[src/rtl/adram_pkg.sv]
package adram_pkg;

  typedef enum logic [2:0] {
    ST_PAUSE,
    ST_IDLE,
    ST_ROW,
    ST_RASL,
    ST_COL,
    ST_CASL,
    ST_CBRC,
    ST_CBRR
  } adram_state_e;

endpackage

[src/rtl/adram_wake.sv]
module adram_wake #(
  parameter int unsigned PAUSE_CYC = 12500,
  parameter int unsigned WAKE_N    = 8
) (
  input  logic clk_i,
  input  logic rst_ni,
  input  logic cbr_start_i,
  input  logic miss_i,
  output logic pause_done_o,
  output logic wake_busy_o
);

  localparam int unsigned PW = $clog2(PAUSE_CYC + 1);
  localparam int unsigned WW = $clog2(WAKE_N + 1);

  logic [PW-1:0] pause_q;
  logic [WW-1:0] left_q;

  assign pause_done_o = (pause_q == PW'(PAUSE_CYC));
  assign wake_busy_o  = (left_q != '0);

  always_ff @(posedge clk_i or negedge rst_ni) begin
    if (!rst_ni) pause_q <= '0;
    else if (!pause_done_o) pause_q <= pause_q + 1'b1;
  end

  // reload on a broken deadline, else count served wake cycles
  always_ff @(posedge clk_i or negedge rst_ni) begin
    if (!rst_ni) left_q <= WW'(WAKE_N);
    else if (miss_i) left_q <= WW'(WAKE_N);
    else if (cbr_start_i && wake_busy_o) left_q <= left_q - 1'b1;
  end


  wake_reload_chk: assert property (@(posedge clk_i) disable iff (!rst_ni)
    miss_i |=> wake_busy_o);

endmodule

[src/rtl/adram_refresh.sv]
module adram_refresh #(
  parameter int unsigned REF_INT   = 1953,
  parameter int unsigned REF_GRACE = 1953
) (
  input  logic clk_i,
  input  logic rst_ni,
  input  logic en_i,
  input  logic svc_i,
  output logic pend_o,
  output logic miss_o
);

  localparam int unsigned TW = $clog2(REF_INT + 1);
  localparam int unsigned GW = $clog2(REF_GRACE + 2);

  logic [TW-1:0] tmr_q;
  logic [GW-1:0] age_q;
  logic          fire;

  assign fire   = en_i && (tmr_q == '0);
  assign miss_o = pend_o && !svc_i && (age_q == GW'(REF_GRACE));

  always_ff @(posedge clk_i or negedge rst_ni) begin
    if (!rst_ni) tmr_q <= TW'(REF_INT - 1);
    else if (en_i) tmr_q <= fire ? TW'(REF_INT - 1) : tmr_q - 1'b1;
  end

  always_ff @(posedge clk_i or negedge rst_ni) begin
    if (!rst_ni) begin
      pend_o <= 1'b0;
      age_q  <= '0;
    end else if (fire) begin
      pend_o <= 1'b1;
      if (svc_i || !pend_o) age_q <= '0;
    end else if (svc_i) begin
      pend_o <= 1'b0;
      age_q  <= '0;
    end else if (pend_o && age_q != GW'(REF_GRACE + 1)) begin
      age_q <= age_q + 1'b1;
    end
  end


  pend_hold_chk: assert property (@(posedge clk_i) disable iff (!rst_ni)
    pend_o && !svc_i |=> pend_o);

endmodule

[src/rtl/adram_ctl.sv]
module adram_ctl #(
  parameter int unsigned ROW_W     = 11,
  parameter int unsigned COL_W     = 11,
  parameter int unsigned DQ_W      = 4,
  parameter int unsigned PAUSE_CYC = 12500,
  parameter int unsigned WAKE_N    = 8,
  parameter int unsigned REF_INT   = 1953,
  parameter int unsigned REF_GRACE = 1953,
  parameter int unsigned T_RP      = 6,
  parameter int unsigned T_RAH     = 1,
  parameter int unsigned T_RCD     = 3,
  parameter int unsigned T_CAS     = 4,
  parameter int unsigned T_CAP     = 3,
  parameter int unsigned T_CSR     = 1,
  parameter int unsigned T_RAS     = 6
) (
  input  logic                   clk_i,
  input  logic                   rst_ni,
  input  logic                   req_valid_i,
  output logic                   req_ready_o,
  input  logic                   req_we_i,
  input  logic [ROW_W+COL_W-1:0] req_addr_i,
  input  logic [DQ_W-1:0]        req_wdata_i,
  output logic                   rd_valid_o,
  output logic [DQ_W-1:0]        rd_data_o,
  output logic                   ras_n_o,
  output logic                   cas_n_o,
  output logic                   we_n_o,
  output logic                   oe_n_o,
  output logic [ROW_W-1:0]       mem_addr_o,
  output logic [DQ_W-1:0]        mem_dq_o,
  output logic                   mem_dq_oe_o,
  input  logic [DQ_W-1:0]        mem_dq_i
);
  import adram_pkg::*;

  localparam int unsigned AW    = ROW_W + COL_W;
  localparam int unsigned CNT_W = $clog2(T_RAS + T_CAS + T_RCD + T_CSR + 2);
  localparam int unsigned PRE_W = $clog2(T_RP + 1);

  adram_state_e      state_q;
  logic [CNT_W-1:0]  cnt_q;
  logic [PRE_W-1:0]  pre_q;
  logic              lat_we_q;
  logic [AW-1:0]     lat_addr_q;
  logic [DQ_W-1:0]   lat_data_q;

  logic pause_done, wake_busy, ref_pend, ref_miss;
  logic ref_need, slot_free, cbr_start, fire, in_acc;

  assign ref_need  = wake_busy || ref_pend;
  assign slot_free = (state_q == ST_IDLE) && (pre_q == '0);
  assign cbr_start = slot_free && ref_need;
  assign req_ready_o = slot_free && !ref_need;
  assign fire      = req_ready_o && req_valid_i;
  assign in_acc    = state_q inside {ST_ROW, ST_RASL, ST_COL, ST_CASL};

  adram_wake #(.PAUSE_CYC(PAUSE_CYC), .WAKE_N(WAKE_N)) u_wake (
    .clk_i       (clk_i),
    .rst_ni      (rst_ni),
    .cbr_start_i (cbr_start),
    .miss_i      (ref_miss),
    .pause_done_o(pause_done),
    .wake_busy_o (wake_busy)
  );

  adram_refresh #(.REF_INT(REF_INT), .REF_GRACE(REF_GRACE)) u_ref (
    .clk_i (clk_i),
    .rst_ni(rst_ni),
    .en_i  (pause_done),
    .svc_i (cbr_start),
    .pend_o(ref_pend),
    .miss_o(ref_miss)
  );

  always_ff @(posedge clk_i or negedge rst_ni) begin
    if (!rst_ni) begin
      state_q    <= ST_PAUSE;
      cnt_q      <= '0;
      pre_q      <= '0;
      lat_we_q   <= 1'b0;
      lat_addr_q <= '0;
      lat_data_q <= '0;
      rd_data_o  <= '0;
      rd_valid_o <= 1'b0;
    end else begin
      rd_valid_o <= 1'b0;
      if (state_q == ST_IDLE && pre_q != '0) pre_q <= pre_q - 1'b1;
      unique case (state_q)
        ST_PAUSE: if (pause_done) state_q <= ST_IDLE;
        ST_IDLE: begin
          if (cbr_start) begin
            state_q <= ST_CBRC;
            cnt_q   <= '0;
          end else if (fire) begin
            state_q    <= ST_ROW;
            lat_we_q   <= req_we_i;
            lat_addr_q <= req_addr_i;
            lat_data_q <= req_wdata_i;
          end
        end
        ST_ROW: begin
          state_q <= ST_RASL;
          cnt_q   <= '0;
        end
        ST_RASL: begin
          if (cnt_q == CNT_W'(T_RAH - 1)) begin
            state_q <= ST_COL;
            cnt_q   <= '0;
          end else cnt_q <= cnt_q + 1'b1;
        end
        ST_COL: begin
          if (cnt_q == CNT_W'(T_RCD - T_RAH - 1)) begin
            state_q <= ST_CASL;
            cnt_q   <= '0;
          end else cnt_q <= cnt_q + 1'b1;
        end
        ST_CASL: begin
          if (!lat_we_q && cnt_q == CNT_W'(T_CAP - 1)) begin
            rd_data_o  <= mem_dq_i;
            rd_valid_o <= 1'b1;
          end
          if (cnt_q == CNT_W'(T_CAS - 1)) begin
            state_q <= ST_IDLE;
            pre_q   <= PRE_W'(T_RP);
          end else cnt_q <= cnt_q + 1'b1;
        end
        ST_CBRC: begin
          if (cnt_q == CNT_W'(T_CSR - 1)) begin
            state_q <= ST_CBRR;
            cnt_q   <= '0;
          end else cnt_q <= cnt_q + 1'b1;
        end
        ST_CBRR: begin
          if (cnt_q == CNT_W'(T_RAS - 1)) begin
            state_q <= ST_IDLE;
            pre_q   <= PRE_W'(T_RP);
          end else cnt_q <= cnt_q + 1'b1;
        end
        default: state_q <= ST_IDLE;
      endcase
    end
  end

  always_comb begin
    ras_n_o     = !(state_q inside {ST_RASL, ST_COL, ST_CASL, ST_CBRR});
    cas_n_o     = !(state_q inside {ST_CASL, ST_CBRC, ST_CBRR});
    we_n_o      = !(lat_we_q && in_acc);
    oe_n_o      = !(!lat_we_q && state_q == ST_CASL);
    mem_dq_oe_o = lat_we_q && in_acc;
    mem_dq_o    = lat_data_q;
    mem_addr_o  = '0;
    if (state_q inside {ST_COL, ST_CASL})
      mem_addr_o[COL_W-1:0] = lat_addr_q[COL_W-1:0];
    else
      mem_addr_o = lat_addr_q[AW-1:COL_W];
  end

  // checker state: clocks the row strobe has been high
  logic [PRE_W:0] ras_hi_q;
  always_ff @(posedge clk_i or negedge rst_ni) begin
    if (!rst_ni) ras_hi_q <= '0;
    else if (!ras_n_o) ras_hi_q <= '0;
    else if (ras_hi_q != (PRE_W+1)'(T_RP + 1)) ras_hi_q <= ras_hi_q + 1'b1;
  end


  cbr_we_high_chk: assert property (@(posedge clk_i) disable iff (!rst_ni)
    $fell(ras_n_o) && !cas_n_o |-> we_n_o && oe_n_o);


  ras_precharge_chk: assert property (@(posedge clk_i) disable iff (!rst_ni)
    $fell(ras_n_o) |-> ras_hi_q >= (PRE_W+1)'(T_RP));


  early_write_chk: assert property (@(posedge clk_i) disable iff (!rst_ni)
    $fell(cas_n_o) && !ras_n_o && !we_n_o |-> $past(!we_n_o) && oe_n_o);


  rd_pulse_chk: assert property (@(posedge clk_i) disable iff (!rst_ni)
    rd_valid_o |=> !rd_valid_o);


  ready_idle_chk: assert property (@(posedge clk_i) disable iff (!rst_ni)
    req_ready_o |-> ras_n_o && cas_n_o);

endmodule

[config.mk]
export PLATFORM = sky130hd
export DESIGN_NAME = adram_ctl
export DESIGN_NICKNAME = d
export VERILOG_FILES = /design/src/rtl/adram_pkg.sv /design/src/rtl/adram_wake.sv /design/src/rtl/adram_refresh.sv /design/src/rtl/adram_ctl.sv
export SDC_FILE = /design/constraint.sdc
export NUM_CORES = 1
export LEC_CHECK = 0
export CORE_MARGIN = 2
export CORE_UTILIZATION = 40
export CTS_CLUSTER_DIAMETER = 200
export DETAILED_ROUTE_END_ITERATION = 6
export GPL_TIMING_DRIVEN = 0
export SLEW_MARGIN = 0
export SYNTH_ARGS = -nofsm -noshare
export SYNTH_HDL_FRONTEND = slang
export SYNTH_SLANG_ARGS = --single-unit
export TNS_END_PERCENT = 30
[constraint.sdc]
create_clock -name clk_i -period 3.4 [get_ports clk_i]
set_input_delay 0.34 -clock clk_i [delete_from_list [all_inputs] [get_ports clk_i]]
set_output_delay 0.34 -clock clk_i [all_outputs]
set_load 0.005 [all_outputs]
==> summary.md, run 1 <==
| Metric | Value |
|---|---|
| Largest area contributor in the netlist | dfrtp_1 |
| Mean Syn Cell Area | 10.7 um2 |
| Port Buf Inserts | 59 |
| #FFs+latches synth | 83 |
| Max-slew violations | 0 |
| CP startpoint kind | flop |
| CTS max path bufs | 2 |
| Worst Path Buf+Inv | 4 |
| Async S/R FF share, synth | 100% |
| Status | finished clean |
| Crit path capture | mem_addr_o[3] |
| DP Cell Count | 598 |
| Worst-path clk slew | 90 ps |
| Starting Density | 41.3% |
| Die area | 11600 um2 |
| Non-filler cells, final | 615 |
| Seq/Total Area, Yosys | 48.6% |
| Total power density per cell area | 685 nW/um2 |
| Synth top area share | 44.9% |
| Hold slack | 446 ps |
| Design Power | 3.64 mW |
| MaxCap Viol Count | 0 |
| Num Clock Sinks | 83 |
| N_diodes | 0 |
| Worst-Margin Slew | 659 ps |
| Top_reg_cell synth | dfrtp_1 |
| Remaining antenna violation count | 0 |
| Cts repair resizes | 0 |
| Share of cells above drive strength 1 | 18.4% |
| Post-synth design cell area | 4290 um2 |
| TritonCTS clock tree | yes |
| Leading post-synthesis cells by cell area | dfrtp_1, mux2_2, ha_1 |
| CTS root buf | clkbuf_8 |
| Die height | 108 um |
| R2r setup slk | 840 ps |
| HP Class | in2async |
| Reg-to-Reg Start | u_wake.pause_q[0] |
| Worst path depth | 6 |
| Worst path required time | 3060 ps |
| Multi-input gate area | 2060 um2 |
| CP endpoint kind | output pin |
| Width of the die | 108 um |
| Critical Path Source | state_q[1] |
| Cell breakdown of the critical path | buf_2 > inv_1 > nand2_1 > clkbuf_1 > mux2_2 > clkdlybuf4s50_1 |
| Crit path max fanout | 10 |
| Drt wl/cell | 14.4 um |
| Setup TNS | 0 ps |
| # IOs | 60 |
| Register area | 2080 um2 |
| Critical path class | reg2out |
| Nets | 523 |
| Capturing point of the worst reg2reg path | u_ref.age_q[1] |
| R2R cell count | 7 |
| Initial antenna violation count | 0 |
| Overflow after GRT | 0 |
| Mapped Nets | 451 |
| Slowest cell delay on critical path | 490 ps |
| CTS H-Tree Depth | 3 |
| Slowest-stage cell, CP | clkbuf_1 |
| Syn-to-layout area delta | 23.9% |
| Worst Clk Skew | 7.11 ps |
| GRT Util Overall | 16.7% |
| Final setup viols | 0 |
| Leak | 2.32 nW |
| First-pass GRT wire length | 15.1 mm |
| Final WL | 8.84 mm |
| Post-synthesis cell count | 402 |
| Dpl hpwl | 6.43 mm |
| Worst slew margin | 55.8% |
| Yosys warnings | 0 |
| Vias in the first global route | 3153 |
| Largest net degree at the start of global routing | 53 |
| Max Clk Rate | 0.333 GHz |
| Starting DRT DRC Count | 165 |
| Router iterations before antenna repair | 4 |
| Worst-Skew Late Latency | 370 ps |
| Family with the most delay on the worst path | buffers and inverters |
| Hold Vio Cnt, Final | 0 |
| RD Place Congestion | 0.814 |
| DRC | 0 |
| DR vias | 3206 |
| Post-synth cell types | 58 |
| CTS Buf Count | 9 |
| Via density | 5.21 |
| RSZ-0062 raised after global routing | false |
| Core ar. | 10400 um2 |
| Setup bufs post-CTS | 0 |
| Std-Cell Rows | 37 |
| Max VDD drop | 0.000555 V |
| CTS Hold Buffers Added | 1 |
| Final period util | 88.2% |
| Fill count | 990 |
| Period minus WS final | 3000 ps |
| Post-synth EDFFs | 0 |
| WP data arrival | 2660 ps |
==> cells in the final DEF (no fill, tap or decap), drive strengths merged, types with 3 or more instances in the layout <==
cell,count
nor4,6
nor3,9
ha,15
a31oi,5
o31ai,4
dfstp,6
xnor2,13
or4,3
a211o,3
dfrtp,77
inv,29
buf,9
nand4,6
and3,6
xor2,6
nor2,23
o21ai,24
a21oi,25
nand2,30
nand2b,3
nand3,14
mux2,44
or3,6
nor3b,6
a21o,7
clkbuf,12
clkdlybuf4s50,58
==> power breakdown <==
part | leakage, nW | switching, mW | internal, mW
logic | 1.15 | 0.608 | 0.854
registers | 1.05 | 0.129 | 1.23
clock network | 0.115 | 0.393 | 0.425
total | 2.32 | 1.13 | 2.51
==> cells by family after synthesis <==
kind of cell | count (synthesis) | share of synthesized area (%)
AO/OA/AOI/OAI | 79 | 11.5
XOR/XNOR | 19 | 3.88
AND/OR/NAND/NOR | 125 | 16.3
multiplexers | 45 | 11.8
buffers and inverters | 35 | 3.27
adder cells (fa/ha/maj) | 16 | 4.61
flip-flops | 83 | 48.6
==> Yosys cell counts, drive strengths merged, types with 7 or more instances <==
library cell and n:
nor2 23, xnor2 13, buf 7, ha 15, o21ai 24, inv 25
nand2 30, dfrtp 77, nand3 14, a21oi 25, a21o 7, mux2 44
nor3 9
==> metrics by stage <==
stage	utilization, %	setup slack [ps]	cell area, um2
2_1_floorplan	-	1390	4290
6_report	51.2	400	5310
3_5_place_dp	48.9	730	5070
3_3_place_gp	48.7	-1150	5050
5_1_grt	51.2	159	5310
4_1_cts	51.2	327	5310
==> per-layer routing <==
| metal | wire, um | share of wire [%] | track usage [%] |
|---|---|---|---|
| met1 | 4030 | 46 | 21.5 |
| met2 | 4360 | 49 | 26.8 |
| met3 | 343 | 3.9 | 5.39 |
| met4 | 101 | 1.1 | 4.95 |
| met5 | 0 | 0 | 0 |
==> worst min path at each step <==
stage,slack [ps],to
2_1_floorplan,40,cnt_q[0]
3_3_place_gp,460,u_wake.pause_q[13]
3_5_place_dp,320,u_ref.age_q[4]
4_1_cts,440,u_ref.age_q[4]
5_1_grt,470,u_ref.age_q[7]
6_report,450,u_ref.age_q[4]
==> final cells by class <==
type                    count  share of cell area, %
flip-flops and latches     83                   39.2
plain buffers              10                  0.872
well taps                 136                   3.20
inverters                  25                   1.77
multi-input cells         284                   38.8
clock inverters             7                   1.96
repair buffers             61                   11.8
clock buffers               9                   2.33
==> registers in the layout, summed over array words and instances, names as in the netlist <==
signal          count
lat_addr_q         22
u_wake.pause_q     14
u_ref.age_q        11
u_ref.tmr_q        11
cnt_q               4
mem_dq_o            4
rd_data_o           4
u_wake.left_q       4
pre_q               3
state_q             3
lat_we_q            1
rd_valid_o          1
u_ref.pend_o        1
Note: power is estimated with default switching activity, not from simulation.
==> run 2: changes to the inputs <==
--- a/config.mk
+++ b/config.mk
@@ -10,6 +10,7 @@
 export CTS_CLUSTER_DIAMETER = 200
 export DETAILED_ROUTE_END_ITERATION = 6
 export GPL_TIMING_DRIVEN = 0
+export PLACE_DENSITY = 0.69
 export SLEW_MARGIN = 0
 export SYNTH_ARGS = -nofsm -noshare
 export SYNTH_HDL_FRONTEND = slang
==> run 2 against run 1 <==
- critical path depth unchanged
- final area about the same
- largest cell class unchanged
- fmax decreased by 0.66%
- largest power group unchanged
- non-clock buffer count unchanged
- clock power decreased by 2%
- setup slack got worse by 20 ps
- final cell count unchanged
- routed wire length about the same
- hold slack got worse by 57 ps
==> summary.md, run 2 (synthesis gave the netlist of run 1 again) <==
| Metric | Value |
|---|---|
| Capturing point of the worst reg2reg path | u_ref.age_q[9] |
| Max-slew violations | 0 (unchanged) |
| Vias in the first global route | 3164 (+0.35%) |
| Routed wl met3 | 270 um (-21%) |
| R2R cell count | 7 (unchanged) |
| CP endpoint kind | output pin |
| Family with the most delay on the worst path | buffers and inverters |
| Worst slew margin | 54.7% (-1.1 points) |
| Starting DRT DRC Count | 169 (+2.4%) |
| Critical Path Source | state_q[1] |
| Port Buf Inserts | 59 (unchanged) |
| Register area | 2080 um2 (unchanged) |
| Syn-to-layout area delta | 23.8% (about the same) |
| CTS Buf Count | 9 (unchanged) |
| DR vias | 3223 (+0.53%) |
| Routed met1 length | 4.13 mm (+2.5%) |
| Design Power | 3.63 mW (-0.33%) |
| Worst-path clk slew | 90 ps (about the same) |
| Final setup viols | 0 (unchanged) |
| Largest net degree at the start of global routing | 66 (+25%) |
| CTS root buf | clkbuf_8 |
| Share of cells above drive strength 1 | 18.2% (-0.21 points) |
| Leak | 2.31 nW (-0.22%) |
| Total power density per cell area | 683 nW/um2 (-0.30%) |
| Most common cell after layout, fill and taps aside | dfrtp_1 |
| Worst Path Buf+Inv | 4 (unchanged) |
| Dpl hpwl | 6.46 mm (+0.53%) |
| Hold Vio Cnt, Final | 0 (unchanged) |
| Num Clock Sinks | 83 (unchanged) |
| Final WL | 8.83 mm (about the same) |
| Utilization after layout | 51.2% (about the same) |
| Core ar. | 10400 um2 (unchanged) |
| Worst-Margin Slew | 678 ps (+19.3 ps) |
| MaxCap Viol Count | 0 (unchanged) |
| HP Class | in2async |
| Overflow after GRT | 0 (unchanged) |
| Initial antenna violation count | 0 (unchanged) |
| Status | finished clean |
| CP startpoint kind | flop |
| Width of the die | 108 um (unchanged) |
| Critical path class | reg2out |
| First-pass GRT wire length | 14.9 mm (-1.0%) |
| # IOs | 60 (unchanged) |
| TritonCTS clock tree | yes |
| Worst path depth | 6 (unchanged) |
| DP Cell Count | 598 (unchanged) |
| Met2 Wirelength | 4.28 mm (-1.9%) |
| Max Used Layer | met4 |
| Setup TNS | 0 ps (unchanged) |
| CTS H-Tree Depth | 3 (unchanged) |
| Slowest-stage cell, CP | clkbuf_1 |
| Max VDD drop | 0.000466 V (-16%) |
| CTS max path bufs | 2 (unchanged) |
| Via density | 5.24 (+0.53%) |
| Cts repair resizes | 0 (unchanged) |
| Die area | 11600 um2 (unchanged) |
| R2r setup slk | 860 ps (+20 ps) |
| Std-Cell Rows | 37 (unchanged) |
| Period minus WS final | 3020 ps (+20.1 ps) |
| Place WS | 764 ps (+34.4 ps) |
| Crit path capture | mem_addr_o[3] |
| Worst-Skew Late Latency | 360 ps (about the same) |
| Worst path required time | 3060 ps (about the same) |
| Nets | 523 (unchanged) |
| Starting Density | 41.3% (unchanged) |
| RD Place Congestion | 0.813 (-0.15%) |
| Fill count | 946 (-4.4%) |
| WP data arrival | 2680 ps (+20 ps) |
| Router iterations before antenna repair | 4 (unchanged) |
| Die height | 108 um (unchanged) |
| Cell breakdown of the critical path | buf_2 > inv_1 > nand2_1 > clkbuf_1 > mux2_2 > clkdlybuf4s50_1 |
| Max FFs per register | 22 (unchanged) |
| Worst Clk Skew | 13.7 ps (+6.56 ps) |
| Drt wl/cell | 14.4 um (about the same) |
| Slowest cell delay on critical path | 490 ps (about the same) |
| DRC | 0 (unchanged) |
| Non-filler cells, final | 615 (unchanged) |
| RSZ-0062 raised after global routing | false |
| Multi-input gate area | 2060 um2 (unchanged) |
| Final period util | 88.8% (+0.59 points) |
| Max Clk Rate | 0.331 GHz (-0.66%) |
| Crit path max fanout | 10 (unchanged) |
| Worst setup margin | 380 ps (-20.1 ps) |
| Reg-to-Reg Start | u_wake.pause_q[0] |
| Commonest cells after routing, fill and taps aside | dfrtp_1, clkdlybuf4s50_1, mux2_2 |
| Biggest register | lat_addr_q |
| N_diodes | 0 (unchanged) |
| GRT Util Overall | 16.3% (-0.44 points) |
| Remaining antenna violation count | 0 (unchanged) |
| Top flop regs | lat_addr_q x22, u_wake.pause_q x14 |
run 2: cell count changes in the layout (fill, tap and decap cells not counted), sizes merged:
cell,before,now
clkinvlp,0,1
inv,29,26
clkbuf,12,14
run 2: area by class of cell:
type	count	share of cell area, %
Buffer	10	0.872
Tap cell	136	3.20
Clock inverter	5	1.60
Multi-Input combinational cell	284	38.9
Inverter	25	1.77
Sequential cell	83	39.3
Timing Repair Buffer	61	11.8
Clock buffer	11	2.66
run 2: report_power, final:
| part | internal, mW | switching, mW |
|---|---|---|
| Clock | 0.438 | 0.363 |
| Sequential | 1.23 | 0.127 |
| Combinational | 0.855 | 0.614 |
| Total | 2.52 | 1.10 |
run 2: how the worst min path moves through the flow:
stage / to / slack [ps]
finish: u_ref.tmr_q[3] / 390
global route: u_ref.tmr_q[3] / 390
CTS: u_ref.tmr_q[3] / 380
detailed placement: u_ref.tmr_q[2] / 240
global placement: u_wake.pause_q[13] / 460
floorplan: cnt_q[0] / 40
run 2: per-layer routing:
layer	global-route usage [%]	up-vias
met1	21.6	1586
met4	6.23	0
met2	25.5	48
met5	0	-
li1	-	1579
met3	4.24	10
run 2: repair_timing:
action / in CTS / in global routing
setup buffers: 0 / 0
hold buffers: 1 / 0
setup endpoints to repair: 0 / 0
hold endpoints to repair: 18 / 0
run 2: per-stage QoR:
| stage | hold WS, ps | instance area [um2] |
|---|---|---|
| floorplan | 44.4 | 4290 |
| global placement | 456 | 5050 |
| detailed placement | 242 | 5070 |
| CTS | 381 | 5310 |
| global route | 387 | 5310 |
| finish | 389 | 5310 |
